--- src/rtl/pmu_pkg.sv ---
package pmu_pkg;
  localparam int REG_SEL = 0;
  localparam int REG_CNT = 1;
  localparam int REG_EVS = 2;
  localparam int REG_UEN = 3;

  typedef struct packed {
    logic wr_sel;
    logic wr_cnt;
    logic wr_evs;
    logic wr_uen;
    logic rd_ok;
    logic deny;
  } pmu_ctl_t;
endpackage

--- src/rtl/pmu_access_gate.sv ---
module pmu_access_gate
  import pmu_pkg::*;
#(
  parameter int ADDR_W = 3
) (
  input  logic              req_i,
  input  logic              we_i,
  input  logic              priv_i,
  input  logic [ADDR_W-1:0] addr_i,
  input  logic              uen_i,
  output pmu_ctl_t          ctl_o
);
  logic is_pmu, is_uen, deny, grant;

  assign is_pmu = (addr_i == ADDR_W'(REG_SEL)) || (addr_i == ADDR_W'(REG_CNT)) ||
                  (addr_i == ADDR_W'(REG_EVS));
  assign is_uen = (addr_i == ADDR_W'(REG_UEN));
  // user mode: pmu regs need enable, uen is read-only
  assign deny   = req_i && !priv_i && ((is_pmu && !uen_i) || (is_uen && we_i));
  assign grant  = req_i && !deny;

  always_comb begin
    ctl_o        = '0;
    ctl_o.deny   = deny;
    ctl_o.rd_ok  = grant && !we_i;
    ctl_o.wr_sel = grant && we_i && (addr_i == ADDR_W'(REG_SEL));
    ctl_o.wr_cnt = grant && we_i && (addr_i == ADDR_W'(REG_CNT));
    ctl_o.wr_evs = grant && we_i && (addr_i == ADDR_W'(REG_EVS));
    ctl_o.wr_uen = grant && we_i && is_uen;
  end
endmodule

--- src/rtl/pmu_counter.sv ---
module pmu_counter #(
  parameter int CNT_W   = 32,
  parameter int NUM_EVT = 8,
  localparam int ES_W   = (NUM_EVT > 1) ? $clog2(NUM_EVT) : 1
) (
  input  logic               clk_i,
  input  logic               rst_ni,
  input  logic [NUM_EVT-1:0] evt_i,
  input  logic               ld_cnt_i,
  input  logic               ld_evs_i,
  input  logic [CNT_W-1:0]   wdata_i,
  output logic [CNT_W-1:0]   cnt_o,
  output logic [ES_W-1:0]    evs_o
);
  logic hit;

  always_comb begin
    hit = 1'b0;
    for (int e = 0; e < NUM_EVT; e++)
      if (evs_o == ES_W'(e)) hit = evt_i[e];
  end

  always_ff @(posedge clk_i or negedge rst_ni) begin
    if (!rst_ni) begin
      cnt_o <= '0;
      evs_o <= '0;
    end else begin
      if (ld_cnt_i)  cnt_o <= wdata_i;           // load beats event
      else if (hit)  cnt_o <= cnt_o + 1'b1;      // wraps naturally
      if (ld_evs_i)  evs_o <= wdata_i[ES_W-1:0];
    end
  end
endmodule

--- src/rtl/perf_cnt_bank.sv ---
module perf_cnt_bank
  import pmu_pkg::*;
#(
  parameter int NUM_CNT = 3,
  parameter int CNT_W   = 32,
  parameter int NUM_EVT = 8,
  parameter int ADDR_W  = 3,
  localparam int SEL_W  = (NUM_CNT > 1) ? $clog2(NUM_CNT) : 1,
  localparam int ES_W   = (NUM_EVT > 1) ? $clog2(NUM_EVT) : 1
) (
  input  logic               clk_i,
  input  logic               rst_ni,
  input  logic               req_i,
  input  logic               we_i,
  input  logic               priv_i,
  input  logic [ADDR_W-1:0]  addr_i,
  input  logic [CNT_W-1:0]   wdata_i,
  input  logic [NUM_EVT-1:0] evt_i,
  output logic [CNT_W-1:0]   rdata_o,
  output logic               fault_o
);
  pmu_ctl_t         ctl;
  logic [SEL_W-1:0] sel_q;
  logic             uen_q;
  logic [CNT_W-1:0] cnt [NUM_CNT];
  logic [ES_W-1:0]  evs [NUM_CNT];
  logic [CNT_W-1:0] cnt_win, evs_win, rd_mux;

  pmu_access_gate #(.ADDR_W(ADDR_W)) u_gate (
    .req_i  (req_i),
    .we_i   (we_i),
    .priv_i (priv_i),
    .addr_i (addr_i),
    .uen_i  (uen_q),
    .ctl_o  (ctl)
  );

  for (genvar k = 0; k < NUM_CNT; k++) begin : g_cnt
    logic sel_k;
    assign sel_k = (sel_q == SEL_W'(k));
    pmu_counter #(.CNT_W(CNT_W), .NUM_EVT(NUM_EVT)) u_cnt (
      .clk_i    (clk_i),
      .rst_ni   (rst_ni),
      .evt_i    (evt_i),
      .ld_cnt_i (ctl.wr_cnt && sel_k),
      .ld_evs_i (ctl.wr_evs && sel_k),
      .wdata_i  (wdata_i),
      .cnt_o    (cnt[k]),
      .evs_o    (evs[k])
    );
  end

  // selectors beyond NUM_CNT-1 see zero
  always_comb begin
    cnt_win = '0;
    evs_win = '0;
    for (int k = 0; k < NUM_CNT; k++)
      if (sel_q == SEL_W'(k)) begin
        cnt_win = cnt[k];
        evs_win = CNT_W'(evs[k]);
      end
  end

  always_comb begin
    rd_mux = '0;
    if (ctl.rd_ok) begin
      case (addr_i)
        ADDR_W'(REG_SEL): rd_mux = CNT_W'(sel_q);
        ADDR_W'(REG_CNT): rd_mux = cnt_win;
        ADDR_W'(REG_EVS): rd_mux = evs_win;
        ADDR_W'(REG_UEN): rd_mux = CNT_W'(uen_q);
        default:          rd_mux = '0;
      endcase
    end
  end

  always_ff @(posedge clk_i or negedge rst_ni) begin
    if (!rst_ni) begin
      sel_q   <= '0;
      uen_q   <= 1'b0;
      rdata_o <= '0;
      fault_o <= 1'b0;
    end else begin
      if (ctl.wr_sel) sel_q <= wdata_i[SEL_W-1:0];
      if (ctl.wr_uen) uen_q <= wdata_i[0];
      rdata_o <= rd_mux;
      fault_o <= ctl.deny;
    end
  end
endmodule

--- config.mk ---
export PLATFORM = sky130hd
export DESIGN_NAME = perf_cnt_bank
export DESIGN_NICKNAME = d
export VERILOG_FILES = /design/src/rtl/pmu_pkg.sv /design/src/rtl/pmu_access_gate.sv /design/src/rtl/pmu_counter.sv /design/src/rtl/perf_cnt_bank.sv
export SDC_FILE = /design/constraint.sdc
export NUM_CORES = 1
export LEC_CHECK = 0
export BUFFER_PORTS_ARGS = -buffer_cell sky130_fd_sc_hd__buf_2
export CAP_MARGIN = 10
export CORE_AREA = 5 5 164 166
export CTS_CLUSTER_DIAMETER = 80
export CTS_CLUSTER_SIZE = 28
export DETAILED_ROUTE_END_ITERATION = 12
export DIE_AREA = 0 0 169 171
export SYNTH_ARGS = -nofsm -noshare
export SYNTH_HDL_FRONTEND = slang
export SYNTH_HIERARCHICAL = 1
export SYNTH_SLANG_ARGS = --single-unit
export TNS_END_PERCENT = 10
--- constraint.sdc ---
create_clock -name clk_i -period 2.85 [get_ports clk_i]
set_clock_uncertainty 0.2 [all_clocks]
set_input_delay 0.1425 -clock clk_i [delete_from_list [all_inputs] [get_ports clk_i]]
set_output_delay 0.1425 -clock clk_i [all_outputs]
set_load 0.005 [all_outputs]
-- After elaboration in Yosys (flattened, before gate mapping)
Cells that the tools add are included.
- output and inout bits: 33
- bits of input ports: 48
- word-level logic and storage cells: 109
- register bits after elaboration: 141
- reduce and logical (&&, ||, !) cells: 32
- add/subtract/negate cells: 3
- mux-type cells: 38
- equality and inequality tests: 26
- operators by type and width (operator ; number):
    $mux W32 ; 12
    $pmux W32 S4 ; 1
    $add A32 B1 Y32 const B ; 3
    $eq A3 B3 Y1 const B ; 12
    $eq A3 B2 Y1 const B ; 8
    $mux W1 ; 24
    $logic_and A1 B1 Y1 ; 17
    $eq A3 B1 Y1 const B ; 4
    $logic_not A3 Y1 ; 4
    $reduce_bool A2 Y1 ; 3
    $logic_not A1 Y1 ; 4
    $logic_or A1 B1 Y1 ; 3
    $mux W3 ; 1
    $eq A2 B1 Y1 const B ; 1
    $eq A2 B2 Y1 const B ; 1
    $logic_not A2 Y1 ; 1

-- Logic depth before layout (Yosys ltp)
- word-level depth: 12
- mapped depth: 10
- gate-level depth less buffers: 7

-- Hierarchy
The synthesis kept the hierarchy.
- modules (own cells, without submodules) (module ; cells each ; times used ; area an instance (µm²)):
    pmu_counter ; 243 ; 3 ; 2197.1
    perf_cnt_bank ; 206 ; 1 ; 1940.6
    pmu_access_gate ; 14 ; 1 ; 108.9

-- Least setup slack after synthesis
OpenSTA, ideal clock, no wires.
- kind: register to register
- start: register uen_q
- end: register g_cnt[0].u_cnt.cnt_o[30]
- cell stages (with the launch flop): 9
- setup slack: 567 ps
- arrival time: 1957 ps
- library setup time: 126 ps
- required time: 2524 ps
- cells stage by stage: dfrtp_1 -> nor2_1 -> nor4b_1 -> nor3b_1 -> clkbuf_1 -> nor2_1 -> nand3_1 -> mux2i_1 -> a221o_1
- RTL lines (element ; line ; RTL):
    start, declared ; perf_cnt_bank.sv:24 ; logic uen_q;
    start signal, assigned ; perf_cnt_bank.sv:85 ; if (ctl.wr_uen) uen_q <= wdata_i[0];
    end signal, assigned ; pmu_counter.sv:28 ; if (ld_cnt_i) cnt_o <= wdata_i;
    end signal, assigned ; pmu_counter.sv:29 ; else if (hit) cnt_o <= cnt_o + 1'b1;
    end, declared ; pmu_counter.sv:12 ; output logic [CNT_W-1:0] cnt_o,

==> metrics <==
status completed; vias in the first global route 7329; fillers 2538; Syn Nets 1000; Max Cap Viol 0; H-tree depth 4; # rows 59; Max Slew Vio Count 0; sequential fraction of the synthesis area 0.408; Mapped Area 0.00864 mm²; # setup viols final 0; commonest non-fill, non-tap cell in the layout dfrtp_1; DRT Wirelength 26100 µm; Max FO, Critical Path 24; Skew-Pair Late Insertion Delay 0.42 ns; library cells used by synthesis 57; clk root buf clkbuf_16; Die ar. 0.0289 mm²; Final period util 0.897; pin count of the biggest net entering global routing 67; Worst-path clk slew 0.06 ns; worst-margin pin slew 0.684 ns; Routed wire per std cell 18.5 µm; Max VDD drop 0.421 mV; post-synthesis xor/xnor area fraction 0.0395; DRC 0; post-synthesis mux area share 0.0783; post-layout minimum cycle time 2.56 ns; Area Growth Syn to Fin 21.1%; Buffers on Ports 80; clock buffer count from CTS 17; Max Root-Sink Buffers 2; first-pass GRT wire length 40900 µm; YS warnings 6; largest delay contributor family on the critical path simple AND/OR/NAND/NOR gates; RR Startpoint uen_q; antenna viol nets, final 0; P_leak 4.43 nW; most frequent cells in the layout dfrtp_1, nand2_1, nor2_1; Synth Area in Adders 0.00434; grt ovf 0; via count 7836; #FFs+latches synth 141; crit path max-delay cell type dlygate4sd3_1; largest family of logic cells by synthesized area simple AND/OR/NAND/NOR gates; Final Core Density 0.411; Die Wd 169 µm; hold wc startpoint req_i; Worst Hold Class primary input to register; Die Y-Extent 171 µm; initial cell density of the core 0.339; worst path required time 2.96 ns; Pwr Density 670 mW/mm²; count of flip-flops with a built-in enable after synthesis 0; Synth Area in Compound Gates 0.147; CTS tree yes; Avg Cell Area, Syn 9.11 µm²; # IOs 81; drt first-iter violations 631; crit path cell chain dlygate4sd3_1, buf_2, nand3b_1, nor4b_2, and2_1, inv_1, nand2_1, mux2i_1, a221o_1; register area 0.00353 mm²; Synth Area in Simple Gates 0.281; TritonRoute pass-1 iters 5; CP Launch Point addr_i[2]; Worst Setup End Kind register; Fin Setup TNS 0 ns; Rel. slew slack 0.543; Worst EP arrival 2.66 ns; Crit path buffers/inverters 3; startpoint types primary input; GP Congestion 0.915; Hold Vio Cnt, Final 0; placed wire-length estimate 19200 µm; critical path class primary input to register; Peak Freq 391 MHz; CTS sink cnt 141; DR vias/cell 5.54; Overall Global Routing Usage 0.179; n_diodes 0; area taken by multi-input logic gates 0.00477 mm²; RSZ-0062 raised after global routing false; post-synthesis async set-or-reset flop share 1.00; floorplan core area 0.0255 mm²; max incr delay on CP 0.53 ns; antenna violations before repair 0; post-layout net count 1119; Primary FF master, synth dfrtp_1; layout cells sized above 1 0.181; Cells after Synth 949
-- cell families (layout without fill, tap and decap cells) --
| family | count (synthesis) | after routing |
|---|---|---|
| XOR/XNOR | 39 | 39 |
| adder cells (fa/ha/maj) | 3 | 3 |
| buffers and inverters | 64 | 195 |
| AO/OA/AOI/OAI | 191 | 191 |
| multiplexers | 65 | 65 |
| AND/OR/NAND/NOR | 446 | 446 |
| flip-flops | 141 | 141 |
-- worst reg2reg max path: cells and delay by family (launching register included) --
family	cells	cell delay, ns
and+or+nand+nor	6	1.29
DFF	1	0.42
buffers and inverters	1	0.52
-- routing by layer --
layer,track usage,share of wire,routed length [µm],up-vias
met1,0.253,0.46,12000,3817
met5,0,0,0,-
met4,0.0476,0.015,379,0
met3,0.0277,0.066,1710,23
met2,0.289,0.46,12100,263
li1,-,-,-,3733
-- sequential cells by signal (all words and copies together) (netlist names) --
register / count
uen_q: 1
g_cnt.u_cnt/cnt_o: 96
fault_o: 1
rdata_o: 32
g_cnt.u_cnt/evs_o: 9
sel_q: 2
-- final timing paths --
| check | depth (start not counted) | slack, ns | endpoint |
|---|---|---|---|
| max | 9 | 0.29 | g_cnt[2].u_cnt/cnt_o[30] |
| min | 5 | 0.04 | rdata_o[0] |
| max reg2reg | 7 | 0.35 | g_cnt[2].u_cnt/cnt_o[31] |
| min reg2reg | 2 | 0.37 | rdata_o[17] |
| max in group asynchronous | 3 | 1.56 | g_cnt[1].u_cnt/cnt_o[24] |
| min in group asynchronous | 2 | 0.08 | g_cnt[1].u_cnt/evs_o[0] |
-- layout make-up --
class	count	share of cell area
well taps	335	0.0401
flip-flops and latches	141	0.337
inverters	16	0.00574
clock inverters	9	0.0154
repair buffers	148	0.101
multi-input cells	744	0.456
clock buffers	22	0.0444
-- report_power, final --
group | internal (W) | total [W] | switching (W) | leakage (nW)
clock | 0.00151 | 0.00238 | 0.000867 | 0.297
sequential | 0.00235 | 0.00283 | 0.000479 | 1.74
combinational | 0.000746 | 0.00180 | 0.00106 | 2.39
-- repair_timing --
item / in CTS / in global routing
endpoints found under the setup margin: 0 / 6
hold endpoints to repair: 176 / 0
resized for setup: 0 / 1
setup buffers: 0 / 0
hold buffers: 39 / 0
-- metrics by stage --
step	instance area (µm²)	hold slack [ns]	instances	setup slack, ns	total power [W]
2_1_floorplan	8640	-0.353	949	0.567	0.00396
3_3_place_gp	9440	-0.00604	1345	0.293	0.00455
3_5_place_dp	9440	-0.00690	1345	0.250	0.00458
4_1_cts	10500	0.0157	1415	0.164	0.00702
5_1_grt	10500	0.0706	1415	0.0762	0.00737
6_report	10500	0.0432	1415	0.293	0.00700
-- Yosys cell counts, drive strengths merged, types with 3 or more instances --
cell type | count | share of area
and2 | 14 | 0.011
buf | 22 | 0.017
o211a | 3 | 0.0035
xnor2 | 3 | 0.0030
dfrtp | 141 | 0.41
a31oi | 31 | 0.022
o2bb2ai | 5 | 0.0051
nand2b | 3 | 0.0022
o311ai | 3 | 0.0030
o31ai | 6 | 0.0052
dlygate4sd1 | 3 | 0.0030
nor3 | 16 | 0.0093
nor2b | 20 | 0.014
a221o | 6 | 0.0070
nor2 | 94 | 0.041
inv | 16 | 0.0070
nand4 | 48 | 0.046
or4 | 24 | 0.021
mux2i | 53 | 0.063
and2b | 7 | 0.0070
or3 | 21 | 0.015
a21oi | 37 | 0.021
and4 | 6 | 0.0061
clkbuf | 23 | 0.013
a211oi | 3 | 0.0070
nand3 | 56 | 0.032
ha | 3 | 0.0043
nor3b | 4 | 0.0035
o21ai | 63 | 0.036
mux2 | 12 | 0.016
nand2 | 103 | 0.045
a22o | 3 | 0.0030
a211o | 3 | 0.0030
xor2 | 36 | 0.036
a22oi | 23 | 0.023
nor4 | 10 | 0.012
and3 | 15 | 0.011
(Power assumes the default switching activity.)
